===== src/rtl/osd_wcp_pkg.sv =====
package osd_wcp_pkg;

    typedef enum logic [2:0] {
        PS_IDLE  = 3'd0,
        PS_ROW   = 3'd1,
        PS_COL   = 3'd2,
        PS_NEXT  = 3'd3,
        PS_BURST = 3'd4
    } parse_st_e;

    // Fields pulled from one received byte
    typedef struct packed {
        logic is_row;
        logic is_burst;
        logic plane;
    } hdr_info_t;

endpackage


===== src/rtl/wcp_hdr_decode.sv =====
module wcp_hdr_decode
    import osd_wcp_pkg::*;
#(
    parameter int RW = 4,
    parameter int CW = 5
) (
    input  logic [7:0]    hdr_byte,
    output hdr_info_t     info,
    output logic [RW-1:0] row_f,
    output logic [CW-1:0] col_f
);
    always_comb begin
        info.is_row   = hdr_byte[7];
        info.is_burst = hdr_byte[6];
        info.plane    = hdr_byte[5];
        row_f         = hdr_byte[RW-1:0];
        col_f         = hdr_byte[CW-1:0];
    end
endmodule


===== src/rtl/wcp_fsm.sv =====
module wcp_fsm
    import osd_wcp_pkg::*;
(
    input  logic      clk,
    input  logic      rst_n,
    input  logic      frame_act,
    input  logic      byte_vld,
    input  hdr_info_t info,
    output parse_st_e st_q,
    output logic      ld_row,
    output logic      ld_col,
    output logic      do_write,
    output logic      do_inc
);
    parse_st_e st_d;
    logic      take;

    assign take = frame_act && byte_vld;

    // State register
    always_ff @(posedge clk or negedge rst_n) begin
        if (!rst_n) begin
            st_q <= PS_IDLE;
        end else begin
            st_q <= st_d;
        end
    end

    // Next state and control strobes
    always_comb begin
        st_d     = st_q;
        ld_row   = 1'b0;
        ld_col   = 1'b0;
        do_write = 1'b0;
        do_inc   = 1'b0;
        if (!frame_act) begin
            st_d = PS_IDLE;
        end else if (take) begin
            unique case (st_q)
                PS_IDLE: begin
                    if (info.is_row) begin
                        ld_row = 1'b1;
                        st_d   = PS_ROW;
                    end
                end
                PS_ROW, PS_NEXT: begin
                    if (info.is_row) begin
                        ld_row = 1'b1;
                        st_d   = PS_ROW;
                    end else begin
                        ld_col = 1'b1;
                        st_d   = info.is_burst ? PS_BURST : PS_COL;
                    end
                end
                PS_COL: begin
                    do_write = 1'b1;
                    st_d     = PS_NEXT;
                end
                PS_BURST: begin
                    do_write = 1'b1;
                    do_inc   = 1'b1;
                end
                default: st_d = PS_IDLE;
            endcase
        end
    end
endmodule


===== src/rtl/wcp_addr_gen.sv =====
module wcp_addr_gen #(
    parameter int ROWS = 16,
    parameter int COLS = 32,
    parameter int RW   = 4,
    parameter int CW   = 5
) (
    input  logic          clk,
    input  logic          rst_n,
    input  logic          ld_row,
    input  logic          ld_col,
    input  logic          do_inc,
    input  logic [RW-1:0] row_f,
    input  logic [CW-1:0] col_f,
    input  logic          plane_f,
    output logic [RW-1:0] row_q,
    output logic [CW-1:0] col_q,
    output logic          plane_q
);
    localparam logic [RW-1:0] ROW_LAST = RW'(ROWS - 1);
    localparam logic [CW-1:0] COL_LAST = CW'(COLS - 1);

    always_ff @(posedge clk or negedge rst_n) begin
        if (!rst_n) begin
            row_q   <= '0;
            col_q   <= '0;
            plane_q <= 1'b0;
        end else begin
            if (ld_row) begin
                row_q   <= row_f;
                plane_q <= plane_f;
            end
            if (ld_col) begin
                col_q <= col_f;
            end
            if (do_inc) begin
                if (col_q == COL_LAST) begin
                    col_q <= '0;
                    row_q <= (row_q == ROW_LAST) ? '0 : row_q + 1'b1;
                end else begin
                    col_q <= col_q + 1'b1;
                end
            end
        end
    end
endmodule


===== src/rtl/osd_wr_parser.sv =====
module osd_wr_parser
    import osd_wcp_pkg::*;
#(
    parameter int ROWS = 16,
    parameter int COLS = 32,
    localparam int RW  = $clog2(ROWS),
    localparam int CW  = $clog2(COLS)
) (
    input  logic          clk,
    input  logic          rst_n,
    input  logic          frame_act,
    input  logic          byte_vld,
    input  logic [7:0]    byte_in,
    output logic          wr_stb,
    output logic [RW-1:0] wr_row,
    output logic [CW-1:0] wr_col,
    output logic          wr_plane,
    output logic [7:0]    wr_data
);
    hdr_info_t     info;
    logic [RW-1:0] row_f, row_q;
    logic [CW-1:0] col_f, col_q;
    logic          plane_q;
    parse_st_e     st_q;
    logic          ld_row, ld_col, do_write, do_inc;

    wcp_hdr_decode #(.RW(RW), .CW(CW)) u_dec (
        .hdr_byte (byte_in),
        .info     (info),
        .row_f    (row_f),
        .col_f    (col_f)
    );

    wcp_fsm u_fsm (
        .clk       (clk),
        .rst_n     (rst_n),
        .frame_act (frame_act),
        .byte_vld  (byte_vld),
        .info      (info),
        .st_q      (st_q),
        .ld_row    (ld_row),
        .ld_col    (ld_col),
        .do_write  (do_write),
        .do_inc    (do_inc)
    );

    wcp_addr_gen #(.ROWS(ROWS), .COLS(COLS), .RW(RW), .CW(CW)) u_addr (
        .clk     (clk),
        .rst_n   (rst_n),
        .ld_row  (ld_row),
        .ld_col  (ld_col),
        .do_inc  (do_inc),
        .row_f   (row_f),
        .col_f   (col_f),
        .plane_f (info.plane),
        .row_q   (row_q),
        .col_q   (col_q),
        .plane_q (plane_q)
    );

    // Registered write port: address captured before any increment
    always_ff @(posedge clk or negedge rst_n) begin
        if (!rst_n) begin
            wr_stb   <= 1'b0;
            wr_row   <= '0;
            wr_col   <= '0;
            wr_plane <= 1'b0;
            wr_data  <= '0;
        end else begin
            wr_stb <= do_write;
            if (do_write) begin
                wr_row   <= row_q;
                wr_col   <= col_q;
                wr_plane <= plane_q;
                wr_data  <= byte_in;
            end
        end
    end
endmodule


===== config.mk =====
export PLATFORM = sky130hd
export DESIGN_NAME = osd_wr_parser
export DESIGN_NICKNAME = d
export VERILOG_FILES = /design/src/rtl/osd_wcp_pkg.sv /design/src/rtl/wcp_hdr_decode.sv /design/src/rtl/wcp_fsm.sv /design/src/rtl/wcp_addr_gen.sv /design/src/rtl/osd_wr_parser.sv
export SDC_FILE = /design/constraint.sdc
export NUM_CORES = 1
export LEC_CHECK = 0
export BUFFER_PORTS_ARGS = -buffer_cell sky130_fd_sc_hd__buf_2
export CAP_MARGIN = 30
export CORE_MARGIN = 2
export CORE_UTILIZATION = 30
export DETAILED_ROUTE_END_ITERATION = 10
export GPL_TIMING_DRIVEN = 0
export PLACE_DENSITY = 0.47
export SLEW_MARGIN = 20
export SYNTH_ARGS = -nofsm -noshare
export SYNTH_HDL_FRONTEND = slang
export SYNTH_HIERARCHICAL = 1
export SYNTH_SLANG_ARGS = --single-unit

===== constraint.sdc =====
create_clock -name clk -period 1.9 [get_ports clk]
set_input_delay 0.095 -clock clk [delete_from_list [all_inputs] [get_ports clk]]
set_output_delay 0.095 -clock clk [all_outputs]
set_load 0.02 [all_outputs]

==> results of run 1 <==
==> cells in the mapped netlist, drive strengths merged <==
library cell  count  area, µm²
inv               1       3.75
nand3             2       10.0
o21ai             2       10.0
a41o              1       10.0
nor3              2       10.0
mux2i             7       70.1
a21oi             3       15.0
nor2              3       11.3
a31oi             1       6.26
ha                3       37.5
xnor2             2       17.5
nor3b             1       7.51
nor4b             1       15.0
o21ba             1       10.0
and3              2       12.5
o32ai             2       17.5
buf              17        143
nand2b            3       21.3
dfrtp            32        801
nand3b            3       35.0
a211o             1       8.76
o22ai             3       18.8
mux2             19        251
or2               1       6.26
nand2             7       33.8
o221a             1       11.3
o21a              2       15.0
xor2              1       8.76
nor2b             1       6.26
o2111a            1       11.3
==> layout make-up <==
class	count	area [µm²]	share of cell area, %
repair buffers	31	160	8.11
multi-input cells	76	691	35.0
clock buffers	8	90.1	4.56
flip-flops and latches	32	801	40.5
plain buffers	17	143	7.22
inverters	1	3.75	0.190
well taps	70	87.6	4.43
==> kinds of logic (layout without fill, tap and decap cells) <==
logic type	Yosys count	count (layout)	share of synthesized area, %
XOR/XNOR	3	3	1.61
AND/OR/NAND/NOR	26	26	10.3
buffers and inverters	18	57	8.95
flip-flops	32	32	49.0
AO/OA/AOI/OAI	18	18	8.19
multiplexers	26	26	19.7
adder cells (fa/ha/maj)	3	3	2.30
==> state kept, by name, indices dropped and copies added, names as in the netlist <==
name            cells
u_addr/plane_q      1
u_addr/row_q        4
wr_data             8
wr_col              5
u_addr/col_q        5
wr_stb              1
wr_plane            1
u_fsm/st_q          3
wr_row              4
==> critical path: cells and delay by family (launching register included) <==
family                   cells  cell delay [ns]
AO/OA/AOI/OAI                3             0.62
flip-flops                   1             0.41
adder cells (fa/ha/maj)      2             0.45
AND/OR/NAND/NOR              1             0.18
==> what timing repair did <==
action	4_1_cts	5_1_grt
endpoints found under the hold margin	32	0
resized for setup	0	1
hold buffers	1	0
setup endpoints to repair	0	2
==> per-layer routing <==
layer | track usage (%) | wire length (µm) | vias up
met4 | 5.89 | 72 | 0
met5 | 0 | 0 | -
met1 | 14.3 | 1420 | 526
li1 | - | - | 513
met3 | 3.72 | 144 | 8
met2 | 18.4 | 1480 | 22
==> power groups by stage <==
| stage | Sequential, mW | Clock (mW) | Combinational (mW) |
|---|---|---|---|
| floorplan | 1.04 | 0 | 0.252 |
| global placement | 0.948 | 0 | 0.516 |
| detailed placement | 0.954 | 0 | 0.520 |
| CTS | 0.945 | 0.550 | 0.524 |
| global route | 0.966 | 0.580 | 0.561 |
| finish | 0.940 | 0.524 | 0.516 |
==> path summary, 6_finish.rpt <==
kind                                  from         endpoint  slack [ns]  cells after the start
hold / removal                  byte_in[6]       wr_data[6]        0.06                      2
hold reg to reg                 wr_data[7]       wr_data[7]        0.50                      1
min in group asynchronous            rst_n       wr_data[6]        0.41                      2
max in group asynchronous            rst_n       wr_data[5]        1.03                      2
setup / recovery           u_addr/col_q[0]  u_addr/row_q[3]        0.11                      6
setup reg to reg           u_addr/col_q[0]  u_addr/row_q[3]        0.11                      6
==> flow_summary.yaml, run 1 <==
routing:
  wl_per_cell_um: 13.3
  dr.pass1.iters: 4
  drtAntennaViolNets: 0
  drt_iter0_markers: 61
  wirelength_um: 3120
  vias: 1069
  via_per_inst: 4.55
  drc: 0
worst_setup_path:
  cp.required_ns: 2.06
  timing_worst_setup_path_type: "reg -> reg"
  arrival_ns: 1.95
  endpoint_kind: "register"
  worstPathCellList: "ha_1 -> and3_1 -> ha_2 -> a21oi_1 -> a41o_1 -> a211o_1"
  startpoint_type: "register"
  cp_max_fo: 5
  cpPeakStageDelay_ns: 0.41
  crit_slowest_cell: "dfrtp_1"
cells_and_area:
  layout_common_cells: "buf_2 (32), dfrtp_1 (32), buf_4 (12)"
  diodes: 0
  area_delta_synth_final_pct: 20.8
  fin_area_um2: 1980
  fin_cells: 235
  n_fill_cell: 526
  drive_gt1_share_pct: 46.7
  post-route-util_pct: 38.2
  nNetsFinal: 179
die:
  initial_utilization_pct: 31.6
  pin_count: 31
  rows: 26
  die_w_um: 77.8
  dieArea_um2: 6060
  die_h_um: 77.8
  coreArea_um2: 5170
power:
  p_int_mw: 1.38
  p_sw_uw: 598
  powerDensity_nw_per_um2: 1000
  p_clk_share_pct: 26.5
  swShare_pct: 30.2
  p_leak_nw: 0.957
  p_seq_share_pct: 47.5
  peakVddDrop_v: 0.000397
  pwr-share-comb_pct: 26.0
  power.total_mw: 1.98
cts:
  cts_root_buf: "clkbuf_8"
  clock_sinks: 32
  ctsLongestPathBuffers: 2
  cts_inserted_buffers: 5
  post-cts-setup-buffer-count: 0
  tritoncts: "built"
  htree_levels: 2
  clk_pin_slew_ns: 0.06
  clk_latency_ns: 0.28
worst_hold_path:
  hold_class: "in -> reg"
timing:
  fin_skew_ns: 0.00664
  min_period_ns: 1.79
  finalSetupViolCount: 0
  setup_tns_ns: 0
  worstMarginPinSlew_ns: 0.711
  grt_setup_unrepaired: "no"
  maxSlewHeadroom_pct: 52.6
  hold_ws_ns: 0.0606
  period_share_pct: 94.0
  timing.final.ws_setup_ns: 0.114
  hold_violations: 0
  drv_slew: 0
  fmax_mhz: 560
yosys:
  seq_area_frac_synth_pct: 49.0
  synth_cell_types: 37
  synth_seq_cells: 32
  synth_warnings: 6
  syn_inst: 126
  syn-num-nets: 141
  synthesis.area_um2: 1640
  syn_area_per_cell_um2: 13.0
outcome:
  status: "finished clean"
place:
  io_buffers: 30
  dp_slack_ns: 0.0681
  dp.cells: 226
  place_area_um2: 1870
  dp_hpwl_um: 2280
  gp_congestion: 0.773
global_routing:
  grt_pass1_vias: 1128
  grt_start_max_net_pins: 33
  grt_usage_pct: 11.7
  antenna_found_initial: 0
  grt_pass1_wl_um: 5440
  grt-ovfl-total: 0
run:
  drv_cap: 0
Note: power is estimated with default switching activity, not from simulation.
==> inputs of run 2 (changes only) <==
--- a/config.mk
+++ b/config.mk
@@ -11,7 +11,7 @@
 export CORE_UTILIZATION = 30
 export DETAILED_ROUTE_END_ITERATION = 10
 export GPL_TIMING_DRIVEN = 0
-export PLACE_DENSITY = 0.47
+export PLACE_DENSITY = 0.54
 export SLEW_MARGIN = 20
 export SYNTH_ARGS = -nofsm -noshare
 export SYNTH_HDL_FRONTEND = slang
==> flow_summary.yaml, run 2 (same netlist as run 1, synthesis figures left out) <==
cells_and_area:
  area_delta_synth_final_pct: 20.9
  fin_cells: 235
  regMostFlops: "wr_data"
  diodes: 0
  nNetsFinal: 179
  largest_reg_flops: 8
  fin_area_um2: 1980
  layout_common_cells: "buf_2 (32), dfrtp_1 (32), buf_4 (12)"
  n_fill_cell: 520
  largest_registers: "wr_data (8), u_addr/col_q (5), wr_col (5)"
  drive_gt1_share_pct: 46.7
  seqCellArea_um2: 801
  multi_input_area_um2: 692
worst_setup_path:
  timing_worst_setup_path_type: "reg -> reg"
  arrival_ns: 1.95
  cp_max_fo: 5
  startpoint_type: "register"
  cp.required_ns: 2.07
  endpoint_kind: "register"
  ff2ff_setup_slack_ns: 0.11
place:
  dp_hpwl_um: 2240
  place_area_um2: 1870
  dp.cells: 226
  gp_congestion: 0.788
  io_buffers: 30
  dp_slack_ns: 0.107
global_routing:
  antenna_found_initial: 0
  grt_usage_pct: 11.2
  grt_pass1_vias: 1151
  grt-ovfl-total: 0
  grt_start_max_net_pins: 33
  grt_pass1_wl_um: 5290
routing:
  drc: 0
  drt_iter0_markers: 42
  wirelength_um: 3050
  wl_per_cell_um: 13.0
  drtAntennaViolNets: 0
  dr.pass1.iters: 4
  vias: 1074
  via_per_inst: 4.57
timing:
  hold_ws_ns: 0.0602
  min_period_ns: 1.79
  drv_slew: 0
  timing.final.ws_setup_ns: 0.113
  finalSetupViolCount: 0
  period_share_pct: 94.1
  fmax_mhz: 559
  grt_setup_unrepaired: "no"
  maxSlewHeadroom_pct: 52.8
  hold_violations: 0
  fin_skew_ns: 0.00199
  setup_tns_ns: 0
  worstMarginPinSlew_ns: 0.708
power:
  peakVddDrop_v: 0.000324
  p_leak_nw: 0.960
  powerDensity_nw_per_um2: 1000
cts:
  htree_levels: 2
  cts_inserted_buffers: 5
  clk_latency_ns: 0.28
  clk_pin_slew_ns: 0.06
  cts_root_buf: "clkbuf_8"
  tritoncts: "built"
  clock_sinks: 32
  ctsLongestPathBuffers: 2
worst_hold_path:
  hold_class: "in -> reg"
die:
  rows: 26
  coreArea_um2: 5170
  pin_count: 31
  die_w_um: 77.8
  dieArea_um2: 6060
  die_h_um: 77.8
  initial_utilization_pct: 31.6
outcome:
  status: "finished clean"
run:
  drv_cap: 0
[run 2: cell count changes in the layout (fill, tap and decap cells not counted)]
cell,previous run,this run
ha_2,1,0
a21oi_2,0,1
ha_1,2,3
a21oi_1,3,2
[run 2: critical path: stages, from the launching register on]
cell and delay, ns:
dfrtp_1 0.42, ha_1 0.24, and3_1 0.19, ha_1 0.27
a21oi_2 0.17, o21ba_1 0.16, o221a_1 0.22
[run 2: what timing repair did]
action	in CTS	in global routing
setup buffers	0	0
setup endpoints to repair	0	2
hold endpoints to repair	32	0
gates resized for setup	0	1
hold buffers	1	0
[run 2: per-stage QoR]
step	power [mW]	utilization, %
final	1.98	38.2
after floorplan	1.29	-
after global placement	1.46	36.2
after global routing	2.11	38.2
after CTS	2.01	38.1
after detailed placement	1.47	36.2
[run 2: layout make-up]
type | count | share of cell area [%]
multi-input cells | 76 | 35.0
repair buffers | 31 | 8.10
inverters | 1 | 0.190
clock buffers | 8 | 4.56
plain buffers | 17 | 7.22
well taps | 70 | 4.43
flip-flops and latches | 32 | 40.5
[run 2: power breakdown]
part	total, mW	internal, mW	leakage (nW)	switching (mW)
registers	0.938	0.828	0.413	0.111
clock network	0.528	0.295	0.0455	0.233
logic	0.515	0.259	0.502	0.256
total	1.98	1.38	0.960	0.599
[run 2: layer usage]
metal	track usage (%)	vias to the layer above	part of all wire [%]
met3	4.19	5	5.3
met2	18.1	25	46
li1	-	519	-
met5	0	-	0
met4	4.82	0	1.9
met1	13.3	525	46
[run 2: path summary, 6_finish.rpt]
path | from | end | cells past startpoint
worst min register to register | wr_data[7] | wr_data[7] | 1
worst min-delay path | byte_in[6] | wr_data[6] | 2
worst max-delay path | u_addr/col_q[0] | u_addr/row_q[2] | 6
min in group asynchronous | rst_n | wr_data[4] | 2
max in group asynchronous | rst_n | u_addr/row_q[3] | 2
worst max register to register | u_addr/col_q[0] | u_addr/row_q[2] | 6
==> inputs of run 3 (changes only) <==
--- a/config.mk
+++ b/config.mk
@@ -11,7 +11,6 @@
 export CORE_UTILIZATION = 30
 export DETAILED_ROUTE_END_ITERATION = 10
 export GPL_TIMING_DRIVEN = 0
-export PLACE_DENSITY = 0.54
 export SLEW_MARGIN = 20
 export SYNTH_ARGS = -nofsm -noshare
 export SYNTH_HDL_FRONTEND = slang
==> flow_summary.yaml, run 3 (same netlist as run 1, synthesis figures left out) <==
global_routing:
  grt_usage_pct: 10.9
  met2_usage_pct: 15.8
  grt_pass1_wl_um: 5060
  grt-ovfl-total: 0
  grt_pass1_vias: 1010
  grt_start_max_net_pins: 33
  grtUsageMet1_pct: 14.3
  antenna_found_initial: 0
  top_usage_layer: "met2"
  met3_usage_pct: 3.49
die:
  dieArea_um2: 6060
  coreArea_um2: 5170
  rows: 26
  pin_count: 31
  die_w_um: 77.8
  initial_utilization_pct: 31.6
  die_h_um: 77.8
run:
  drv_cap: 0
power:
  p_leak_nw: 0.951
  peakVddDrop_v: 0.000307
  powerDensity_nw_per_um2: 978
place:
  dp_hpwl_um: 2110
  io_buffers: 30
  gp_congestion: 0.807
  dp_slack_ns: 0.112
cts:
  cts_root_buf: "clkbuf_8"
  tritoncts: "built"
  clock_sinks: 32
  clk_latency_ns: 0.28
  cts_inserted_buffers: 5
  post-cts-setup-buffer-count: 0
  clk_pin_slew_ns: 0.06
  ctsLongestPathBuffers: 2
  htree_levels: 2
cells_and_area:
  n_fill_cell: 508
  largest_reg_flops: 8
  layout_common_cells: "buf_2 (32), dfrtp_1 (32), buf_4 (12)"
  drive_gt1_share_pct: 46.9
  regMostFlops: "wr_data"
  largest_registers: "wr_data (8), u_addr/col_q (5), wr_col (5)"
  area_delta_synth_final_pct: 19.6
  diodes: 0
  nNetsFinal: 179
worst_hold_path:
  hold_class: "in -> reg"
routing:
  drc: 0
  wirelength_um: 2970
  drt_iter0_markers: 64
  wl_per_cell_um: 12.8
  drtAntennaViolNets: 0
  dr.pass1.iters: 3
  via_per_inst: 4.36
  vias: 1011
timing:
  setup_tns_ns: 0
  min_period_ns: 1.79
  drv_slew: 0
  period_share_pct: 94.1
  hold_violations: 0
  fmax_mhz: 559
  grt_setup_unrepaired: "no"
  timing.final.ws_setup_ns: 0.113
  maxSlewHeadroom_pct: 52.5
  worstMarginPinSlew_ns: 0.713
  fin_skew_ns: 0.00341
  finalSetupViolCount: 0
worst_setup_path:
  timing_worst_setup_path_type: "reg -> reg"
  arrival_ns: 1.95
  endpoint_kind: "register"
  cp.required_ns: 2.06
  startpoint_type: "register"
  cp_max_fo: 5
outcome:
  status: "finished clean"
run 3: final timing paths:
path                                  from               to  slack [ns]  cells after the start
max                        u_addr/col_q[0]  u_addr/row_q[2]        0.11                      6
min                             byte_in[5]       wr_data[5]        0.07                      2
max reg2reg                u_addr/col_q[0]  u_addr/row_q[2]        0.11                      6
min reg2reg                      wr_row[1]        wr_row[1]        0.50                      1
max in group asynchronous            rst_n       wr_data[0]        1.04                      2
min in group asynchronous            rst_n       wr_data[6]        0.40                      2
run 3: where the power goes:
part / internal, mW / switching (mW) / total (mW)
Clock: 0.235 / 0.220 / 0.456
Sequential: 0.828 / 0.114 / 0.942
Combinational: 0.259 / 0.255 / 0.514
run 3: what timing repair did:
item | 4_1_cts | 5_1_grt
hold buffers | 1 | 0
hold endpoints to repair | 32 | 0
gates resized for setup | 0 | 1
endpoints found under the setup margin | 0 | 2
run 3: metal layers:
| layer | up-vias | wire length, µm |
|---|---|---|
| met5 | - | 0 |
| met2 | 20 | 1370 |
| met1 | 472 | 1420 |
| met4 | 0 | 73 |
| met3 | 6 | 114 |
| li1 | 513 | - |
run 3: per-stage QoR:
step / cell area, µm² / hold WS [ns] / util [%] / total power, mW / std cells
final: 1960 / 0.0656 / 37.8 / 1.91 / 232
after global routing: 1960 / 0.0595 / 37.8 / 2.04 / 232
after CTS: 1950 / 0.0629 / 37.7 / 1.94 / 232
after detailed placement: 1870 / 0.195 / 36.2 / 1.47 / 226
after global placement: 1870 / 0.193 / 36.2 / 1.47 / 226
after floorplan: 1640 / -0.201 / - / 1.29 / 126
run 3: cell type report:
cell class / instances / area [µm²] / area share [%]
well taps: 70 / 87.6 / 4.48
clock buffers: 5 / 68.8 / 3.52
plain buffers: 17 / 143 / 7.29
flip-flops and latches: 32 / 801 / 40.9
multi-input cells: 76 / 692 / 35.4
repair buffers: 31 / 160 / 8.19
inverters: 1 / 3.75 / 0.192
run 3: worst max-delay path, cell delays in order, from the launching register on:
cell	delay, ns
dfrtp_1	0.43
ha_1	0.24
and3_1	0.19
ha_1	0.27
a21oi_2	0.17
o21ba_1	0.16
o221a_1	0.22
